## config.mk

```make
export PLATFORM = sky130hd
export DESIGN_NAME = irq_vector_ctrl
export DESIGN_NICKNAME = d
export VERILOG_FILES = /design/src/rtl/irqc_pkg.sv /design/src/rtl/irqc_cmd_decode.sv /design/src/rtl/irqc_prio_pick.sv /design/src/rtl/irq_vector_ctrl.sv
export SDC_FILE = /design/constraint.sdc
export NUM_CORES = 1
export LEC_CHECK = 0
export BUFFER_PORTS_ARGS = -buffer_cell sky130_fd_sc_hd__buf_2
export CAP_MARGIN = 25
export CORE_MARGIN = 5
export CORE_UTILIZATION = 56
export DETAILED_ROUTE_END_ITERATION = 10
export PLACE_DENSITY = 0.78
export SLEW_MARGIN = 20
export SYNTH_ARGS = -nofsm -noshare
export SYNTH_HDL_FRONTEND = slang
export SYNTH_SLANG_ARGS = --single-unit
```

## constraint.sdc

```tcl
create_clock -name clk -period 3.79 [get_ports clk]
set_input_delay 0.758 -clock clk [delete_from_list [all_inputs] [get_ports clk]]
set_output_delay 0.758 -clock clk [all_outputs]
set_load 0.05 [all_outputs]
```

## src/rtl/irqc_pkg.sv

```systemverilog
package irqc_pkg;
  localparam int unsigned IRQ_LINES = 8;
  localparam int unsigned LVL_W     = $clog2(IRQ_LINES);

  typedef enum logic [2:0] {
    ST_WAIT_ICW1,
    ST_WAIT_ICW2,
    ST_WAIT_ICW3,
    ST_WAIT_ICW4,
    ST_READY
  } init_st_t;

  typedef struct packed {
    logic             eoi_ns;
    logic             eoi_sp;
    logic             rotate;
    logic             set_prio;
    logic [LVL_W-1:0] lvl;
  } ocw2_cmd_t;
endpackage

```

## src/rtl/irqc_cmd_decode.sv

```systemverilog
module irqc_cmd_decode
  import irqc_pkg::*;
#(
  parameter int unsigned DATA_W = 8,
  parameter int unsigned NUM_IN = 8,
  parameter int unsigned BASE_W = DATA_W - LVL_W
) (
  input  logic              clk,
  input  logic              rst,
  input  logic              wr_stb,
  input  logic              a0,
  input  logic [DATA_W-1:0] wdata,
  output logic              ready,
  output logic              init_clr,
  output logic [BASE_W-1:0] base,
  output logic              aeoi,
  output logic              sel_isr,
  output logic [NUM_IN-1:0] imr,
  output ocw2_cmd_t         cmd
);
  init_st_t st;
  logic     need_w4;
  logic     cascade;

  assign ready = (st == ST_READY);

  always_ff @(posedge clk) begin
    if (rst) begin
      st       <= ST_WAIT_ICW1;
      base     <= '0;
      aeoi     <= 1'b0;
      sel_isr  <= 1'b0;
      imr      <= '0;
      need_w4  <= 1'b0;
      cascade  <= 1'b0;
      init_clr <= 1'b0;
      cmd      <= '0;
    end else begin
      init_clr <= 1'b0;
      cmd      <= '0;
      if (wr_stb) begin
        if (!a0 && wdata[4]) begin
          st       <= ST_WAIT_ICW2;
          imr      <= '0;
          sel_isr  <= 1'b0;
          aeoi     <= 1'b0;
          need_w4  <= wdata[0];
          cascade  <= !wdata[1];
          init_clr <= 1'b1;
        end else begin
          case (st)
            ST_WAIT_ICW2: if (a0) begin
              base <= wdata[DATA_W-1:LVL_W];
              if (cascade)      st <= ST_WAIT_ICW3;
              else if (need_w4) st <= ST_WAIT_ICW4;
              else              st <= ST_READY;
            end
            ST_WAIT_ICW3: if (a0) st <= need_w4 ? ST_WAIT_ICW4 : ST_READY;
            ST_WAIT_ICW4: if (a0) begin
              aeoi <= wdata[1];
              st   <= ST_READY;
            end
            ST_READY: begin
              if (a0) begin
                imr <= wdata[NUM_IN-1:0];
              end else if (wdata[3]) begin
                if (wdata[1]) sel_isr <= wdata[0];
              end else begin
                cmd.lvl <= wdata[LVL_W-1:0];
                case (wdata[7:5])
                  3'b001: cmd.eoi_ns <= 1'b1;
                  3'b011: cmd.eoi_sp <= 1'b1;
                  3'b101: begin cmd.eoi_ns <= 1'b1; cmd.rotate <= 1'b1; end
                  3'b111: begin cmd.eoi_sp <= 1'b1; cmd.rotate <= 1'b1; end
                  3'b110: cmd.set_prio <= 1'b1;
                  default: ;
                endcase
              end
            end
            default: ;
          endcase
        end
      end
    end
  end

  AST_ICW1_CLEARS: assert property (@(posedge clk) disable iff (rst)
    (wr_stb && !a0 && wdata[4]) |=> (imr == '0 && !ready && !aeoi));
endmodule

```

## src/rtl/irqc_prio_pick.sv

```systemverilog
module irqc_prio_pick #(
  parameter int unsigned NUM_IN = 8,
  parameter int unsigned LVL_W  = $clog2(NUM_IN)
) (
  input  logic [NUM_IN-1:0] vec,
  input  logic [LVL_W-1:0]  lowest,
  output logic              hit,
  output logic [LVL_W-1:0]  lvl
);
  logic [NUM_IN-1:0] rot;
  logic [LVL_W-1:0]  src [NUM_IN];

  // rot[0] is the highest-priority position, one past the lowest level
  for (genvar k = 0; k < NUM_IN; k++) begin : g_rot
    assign src[k] = lowest + LVL_W'(k + 1);
    assign rot[k] = vec[src[k]];
  end

  always_comb begin
    hit = |rot;
    lvl = lowest;
    for (int k = NUM_IN - 1; k >= 0; k--) begin
      if (rot[k]) lvl = src[k];
    end
  end
endmodule

```

## src/rtl/irq_vector_ctrl.sv

```systemverilog
module irq_vector_ctrl
  import irqc_pkg::*;
#(
  parameter int unsigned NUM_IN = IRQ_LINES,
  parameter int unsigned DATA_W = 8
) (
  input  logic              clk,
  input  logic              rst,
  input  logic              cs,
  input  logic              rd,
  input  logic              wr,
  input  logic              a0,
  input  logic [DATA_W-1:0] wdata,
  output logic [DATA_W-1:0] rdata,
  input  logic [NUM_IN-1:0] req_in,
  input  logic              ack,
  output logic              irq,
  output logic [DATA_W-1:0] vector
);
  localparam int unsigned BASE_W = DATA_W - LVL_W;

  logic              ready, init_clr, aeoi, sel_isr;
  logic [BASE_W-1:0] base;
  logic [NUM_IN-1:0] imr, irr, isr, req_q, rise, pend;
  logic [NUM_IN-1:0] irr_n, isr_n;
  logic [LVL_W-1:0]  lowest, lowest_n;
  ocw2_cmd_t         cmd;
  logic              pend_hit, isr_hit, all_hit;
  logic [LVL_W-1:0]  pend_lvl, isr_lvl, all_lvl;
  logic              wr_stb, rd_stb, ack_ok, ack_hit;

  assign wr_stb  = cs & wr;
  assign rd_stb  = cs & rd;
  assign rise    = req_in & ~req_q;
  assign pend    = irr & ~imr;
  assign ack_ok  = ack & ready;
  assign ack_hit = ack_ok & pend_hit;

  irqc_cmd_decode #(.DATA_W(DATA_W), .NUM_IN(NUM_IN), .BASE_W(BASE_W)) u_dec (
    .clk(clk), .rst(rst), .wr_stb(wr_stb), .a0(a0), .wdata(wdata),
    .ready(ready), .init_clr(init_clr), .base(base), .aeoi(aeoi),
    .sel_isr(sel_isr), .imr(imr), .cmd(cmd)
  );

  irqc_prio_pick #(.NUM_IN(NUM_IN), .LVL_W(LVL_W)) u_pick_pend (
    .vec(pend), .lowest(lowest), .hit(pend_hit), .lvl(pend_lvl));
  irqc_prio_pick #(.NUM_IN(NUM_IN), .LVL_W(LVL_W)) u_pick_isr (
    .vec(isr), .lowest(lowest), .hit(isr_hit), .lvl(isr_lvl));
  irqc_prio_pick #(.NUM_IN(NUM_IN), .LVL_W(LVL_W)) u_pick_all (
    .vec(pend | isr), .lowest(lowest), .hit(all_hit), .lvl(all_lvl));

  always_comb begin
    irr_n    = irr;
    isr_n    = isr;
    lowest_n = lowest;
    if (cmd.eoi_ns && isr_hit) begin
      isr_n[isr_lvl] = 1'b0;
      if (cmd.rotate) lowest_n = isr_lvl;
    end
    if (cmd.eoi_sp) begin
      isr_n[cmd.lvl] = 1'b0;
      if (cmd.rotate) lowest_n = cmd.lvl;
    end
    if (cmd.set_prio) lowest_n = cmd.lvl;
    if (ack_hit) begin
      irr_n[pend_lvl] = 1'b0;
      if (!aeoi) isr_n[pend_lvl] = 1'b1;
    end
    irr_n = irr_n | rise;
  end

  always_ff @(posedge clk) begin
    if (rst) begin
      req_q  <= '0;
      irr    <= '0;
      isr    <= '0;
      lowest <= '1;
      irq    <= 1'b0;
      vector <= '0;
      rdata  <= '0;
    end else begin
      req_q <= req_in;
      if (init_clr) begin
        irr    <= '0;
        isr    <= '0;
        lowest <= '1;
      end else begin
        irr    <= ready ? irr_n : '0;
        isr    <= isr_n;
        lowest <= lowest_n;
      end
      irq <= ready && all_hit && pend[all_lvl] && !isr[all_lvl];
      if (ack_ok) vector <= {base, ack_hit ? pend_lvl : {LVL_W{1'b1}}};
      if (rd_stb) rdata <= a0 ? DATA_W'(imr) : DATA_W'(sel_isr ? isr : irr);
    end
  end

  AST_IRQ_IDLE_UNTIL_READY: assert property (@(posedge clk) disable iff (rst)
    $past(!ready) |-> !irq);
  AST_AEOI_ISR_EMPTY: assert property (@(posedge clk) disable iff (rst)
    aeoi |-> (isr == '0));
  AST_ACK_TO_SERVICE: assert property (@(posedge clk) disable iff (rst)
    (ack_hit && !aeoi && !cmd.eoi_ns && !cmd.eoi_sp) |=> isr[$past(pend_lvl)]);
  AST_VECTOR_BASE: assert property (@(posedge clk) disable iff (rst)
    ack_ok |=> (vector[DATA_W-1:LVL_W] == $past(base)));
endmodule

```

* Word-level counts from Yosys, hierarchy flattened
Index checks and enable logic that the tools add are counted.
Word-level totals: input bits 23, register bits after elaboration 72, output and inout port bits 17, logic and storage cells 223
Cells by class: bitwise logic cells 20, multiplexer cells 115, add/subtract/negate cells 7, reduce and logical (&&, ||, !) cells 33, equality and inequality tests 13, magnitude comparators 15
Operators with widths (number):
- 3-bit two-way mux | 33
- 8-bit two-way mux | 10
- 1-bit binary-select mux with 3-bit select | 26
- 3-bit by 4-bit < comparator with 1-bit output, second input constant | 12
- 1-bit two-way mux | 42
- 8-bit AND | 5
- 8-bit NOT | 5
- 8-bit OR | 3
- 8-bit OR reduction | 3
- 3-bit adder, second input constant | 4
- 3-bit == test, second input constant | 4
- 5-bit AND reduction | 2
- 2-bit nonzero test | 5
- 2-bit OR reduction | 5
- 1-bit demux with 3-bit select | 3
- 3-bit by 2-bit == test with 1-bit output, second input constant | 3
- 3-bit by 1-bit >= comparator with 1-bit output, second input constant | 3
- 3-bit by 2-bit != test with 1-bit output, second input constant | 3
- 3-bit case mux with 3 select lines | 1
- 1-bit logical AND | 8
- 3-bit by 2-bit adder with 3-bit output, second input constant | 2
- 3-bit by 1-bit == test with 1-bit output, second input constant | 2
- 3-bit AND reduction | 2
- 6-bit OR reduction | 1
- other kinds (9) | 16

* Longest topological paths before layout
depth in word-level cells 22, depth in mapped cells 16

* By module
From an unflattened synthesis, not the netlist that was laid out.
Second synthesis, totals: cell total of the unflattened synthesis 604, area, all modules 5305.1 sq um
Modules (own cells, without submodules):
- irq_vector_ctrl | instances 1, cells each 260, area an instance 2103.3 sq um
- irqc_prio_pick | instances 3, cells each 78, area an instance 699.4 sq um
- irqc_cmd_decode | instances 1, cells each 110, area an instance 1103.6 sq um

* Worst setup path before layout
OpenSTA, ideal clock, no wires.
path type register -> register, from register (tool-made name), to register irq, setup time 0.148 ns, data arrival time 3.455 ns, stages on the path, launching flop included 16, data required time 3.642 ns, path slack 0.187 ns, cells stage by stage dfxtp_1 > buf_2 > clkinv_1 > clkbuf_1 > ha_1 > buf_2 > inv_2 > clkbuf_1 > nor2_1 > a22oi_1 > o2111ai_1 > a21boi_2 > xnor2_4 > mux2_1 > nor3b_1 > a2111oi_2
RTL lines:
- end signal, assigned | RTL line irq_vector_ctrl.sv:92 | irq <= ready && all_hit && pend[all_lvl] && !isr[all_lvl];
- end, declared | RTL line irq_vector_ctrl.sv:17 | output logic irq,

==> results.yml <==
sta:
  layout_min_cycle_time_ns: 3.413
  fin_hold_ws_ns: 0.4576
  maxSlewHeadroom_pct: 36.88
  hold_viol: 0
  rsz0062_at_grt: "no"
  fin_crit_sh_pct: 90.05
  maxSlewViolCount: 0
  worst_slack_ns: 0.3772
  setup_tns_ns: 0
  clock_skew_ns: 0.007671
  final-setup-viol-count: 0
  fmax_mhz: 293.0
  worst_slew_pin_slew_ns: 0.9395
status:
  status: "finished clean"
logic_synthesis:
  synth.avg_cell_area_um2: 8.086
  synth-edff-count: 0
  synth_nets: 697
  synth_seq_cells: 72
  ys_seq_area_share_pct: 26.53
  netlist_instances: 672
  syn_area_um2: 5434
  yosysWarnings: 0
  synth-async-reset-ratio_pct: 0
  ys.flop_type: "dfxtp_1"
  ys_types: 75
worst_setup_path:
  cp_top_family: "multiplexers"
  cp_data_required_time_ns: 4.03
  r2r_slack_ns: 0.38
  crit_type: "reg -> reg"
  critPathSlowestCell: "mux4_2"
  path_cells: "clkinv_1 > ha_1 > buf_4 > mux4_2 > mux2i_1 > nand2_1 > o211ai_1 > nand2_1 > xnor2_1 > nor3b_1 > o22ai_1"
  cpPeakStageDelay_ns: 0.63
  cp.arrival_ns: 3.66
  reg2regPathDepth: 11
  cp-end-kind: "register"
  crit_buf_inv: 2
  crit_top_cell: "nand2_1"
  start_kind: "register"
  critical_path_cell_count: 11
  cp_max_fo: 26
finish:
  final_util_pct: 61.67
  area_delta_synth_final_pct: 9.394
  drive_above_1_share_pct: 15.24
  fin_nets: 722
  stdcell_count: 835
  final_common_cell: "nor2_1"
  final_cell_mix: "93 x nor2_1, 73 x nand2_1, 71 x dfxtp_1, 50 x a21oi_1"
  n_antenna_cell: 0
  fillers: 862
placement:
  dp.final_hpwl_um: 11900
  io_buffers: 39
  dp.cells: 819
  pre_cts_ws_ns: 0.4147
  gp_congestion: 0.9946
detailed_routing:
  antenna_left: 0
  drt_iter0_markers: 549
  dr.max_layer_used: "met4"
  via_count: 5410
  dr.pass1.iters: 7
  met2_length_um: 7774
  viasPerCell: 6.479
  routedWlPerCell_um: 19.31
  drc_errors: 0
  wl_um: 16120
  m1WireLength_um: 6526
  dr_wl_met3_um: 1385
clock_tree:
  postCtsSetupBuffers: 0
  htreeDepth: 3
  clk_pin_slew_worst_paths_ns: 0.07
  cts_buffers: 9
  holdBufCountCts: 0
  clockBufferDepth: 2
  post_cts_resized: 0
  clk-insertion-delay-late_ns: 0.35
  cts_root_buffer: "clkbuf_8"
  clock-sinks: 72
  cts_tree: "yes"
min_path:
  min_path_type: "reg -> reg"
  holdCritStartpoint: "vector[5]"
  holdPathStages: 2
global_routing:
  grt.overflow.total: 0
  grt_pass1_wl_um: 25910
  grt_usage_pct: 28.07
  grt_pass1_vias: 5097
  antenna_found_initial: 0
  grt_start_max_net_pins: 51
floorplan:
  start_util_pct: 56.37
  core_um2: 9639
  num_rows: 36
  die_area_um2: 11770
  fp.dieW_um: 108.5
  ioPinCount: 40
  die_y_um: 108.5
power:
  ir_worst_vdd_uv: 293.1
  power.leakage_nw: 2.246
  power.density_nw_per_um2: 252.7
job:
  cap_violations: 0
## worst register-to-register path: cells and delay by family (launching register included)
| kind | cells | cell delay, ns |
|---|---|---|
| adders and majority gates | 1 | 0.31 |
| buffers and inverters | 2 | 0.41 |
| and+or+nand+nor | 3 | 0.47 |
| muxes | 2 | 1.00 |
| AOI/OAI and AO/OA | 2 | 0.23 |
| DFF | 1 | 0.36 |
| xor gates and xnor gates | 1 | 0.53 |
## Yosys cell counts, types with 4 or more instances
cell type  number  share of area, %
o21ai_0        20               1.8
o22ai_1         6              0.69
dfxtp_1        72                27
buf_2           5              0.46
nor3_1         13               1.2
nand4_1         7              0.81
a221oi_1        6              0.97
o2bb2ai_1       4              0.64
a21o_1          4              0.55
and3_1          5              0.58
nand2b_1       26               3.0
and2_1          8              0.92
clkbuf_1       26               1.8
o21ai_1         7              0.64
a22oi_1        10               1.4
inv_1           8              0.55
nand2_1        73               5.0
nor4_1          4              0.46
a221o_1         5              0.92
o21a_1          5              0.69
a21oi_1        50               4.6
o2111ai_1       5              0.81
a211oi_1        5              0.69
a31oi_1         5              0.58
a311oi_1        4              0.64
xnor2_1         5              0.81
a22o_1          6              0.97
mux2i_1        39               7.2
a32oi_1         8               1.3
nand3_1         7              0.64
nor2_1         93               6.4
o211ai_1       13               1.8
mux2_2          6               1.2
mux4_2         23               9.5
nor2b_1        26               3.0
buf_1           5              0.35
## sequential cells by signal, summed over array words and instances (netlist names), named ones only
name,cells
irr,8
isr,8
rdata,8
req_q,8
u_dec.imr,8
vector,8
u_dec.cmd,7
u_dec.base,5
u_dec.st,3
irq,1
u_dec.aeoi,1
u_dec.cascade,1
u_dec.init_clr,1
u_dec.need_w4,1
u_dec.sel_isr,1
## through the flow
step                cell area, µm²  power [W]
floorplan                     5434  0.0008298
global placement              5731  0.0008556
detailed placement            5731  0.0008570
CTS                           5944   0.001507
global route                  5944   0.001557
finish                        5944   0.001502
## power breakdown
| group | total, W | internal (W) | switching (W) |
|---|---|---|---|
| combinational | 0.0000738 | 0.0000251 | 0.0000487 |
| clock | 0.000660 | 0.000388 | 0.000272 |
| sequential | 0.000768 | 0.000763 | 0.00000465 |
| total | 0.00150 | 0.00118 | 0.000325 |
## routing by layer
| layer | vias to the layer above | GRT usage (%) |
|---|---|---|
| li1 | 2562 | - |
| met1 | 2521 | 36.61 |
| met2 | 288 | 46.87 |
| met3 | 39 | 4.418 |
| met4 | 0 | 10.37 |
| met5 | - | 0 |
## final timing paths
check / end
max: isr[3]
min: vector[5]
max reg2reg: isr[3]
min reg2reg: vector[5]
## final cells by class
type / count / area (µm²) / area share [%]
multi-input cells: 547 / 3761 / 63.27
flip-flops and latches: 72 / 1443 / 24.27
repair buffers: 55 / 315.3 / 5.304
well taps: 133 / 166.4 / 2.799
clock buffers: 13 / 148.9 / 2.505
clock inverters: 3 / 65.06 / 1.095
inverters: 12 / 45.04 / 0.7577
## kinds of logic after synthesis
| kind of cell | count (synthesis) | share of synthesized area [%] |
|---|---|---|
| AO/OA/AOI/OAI | 189 | 24.36 |
| AND/OR/NAND/NOR | 278 | 24.43 |
| XOR/XNOR | 9 | 1.796 |
| adder cells (fa/ha/maj) | 2 | 0.4604 |
| flip-flops | 72 | 26.53 |
| buffers and inverters | 53 | 4.260 |
| multiplexers | 69 | 18.17 |
(Power assumes the default switching activity.)
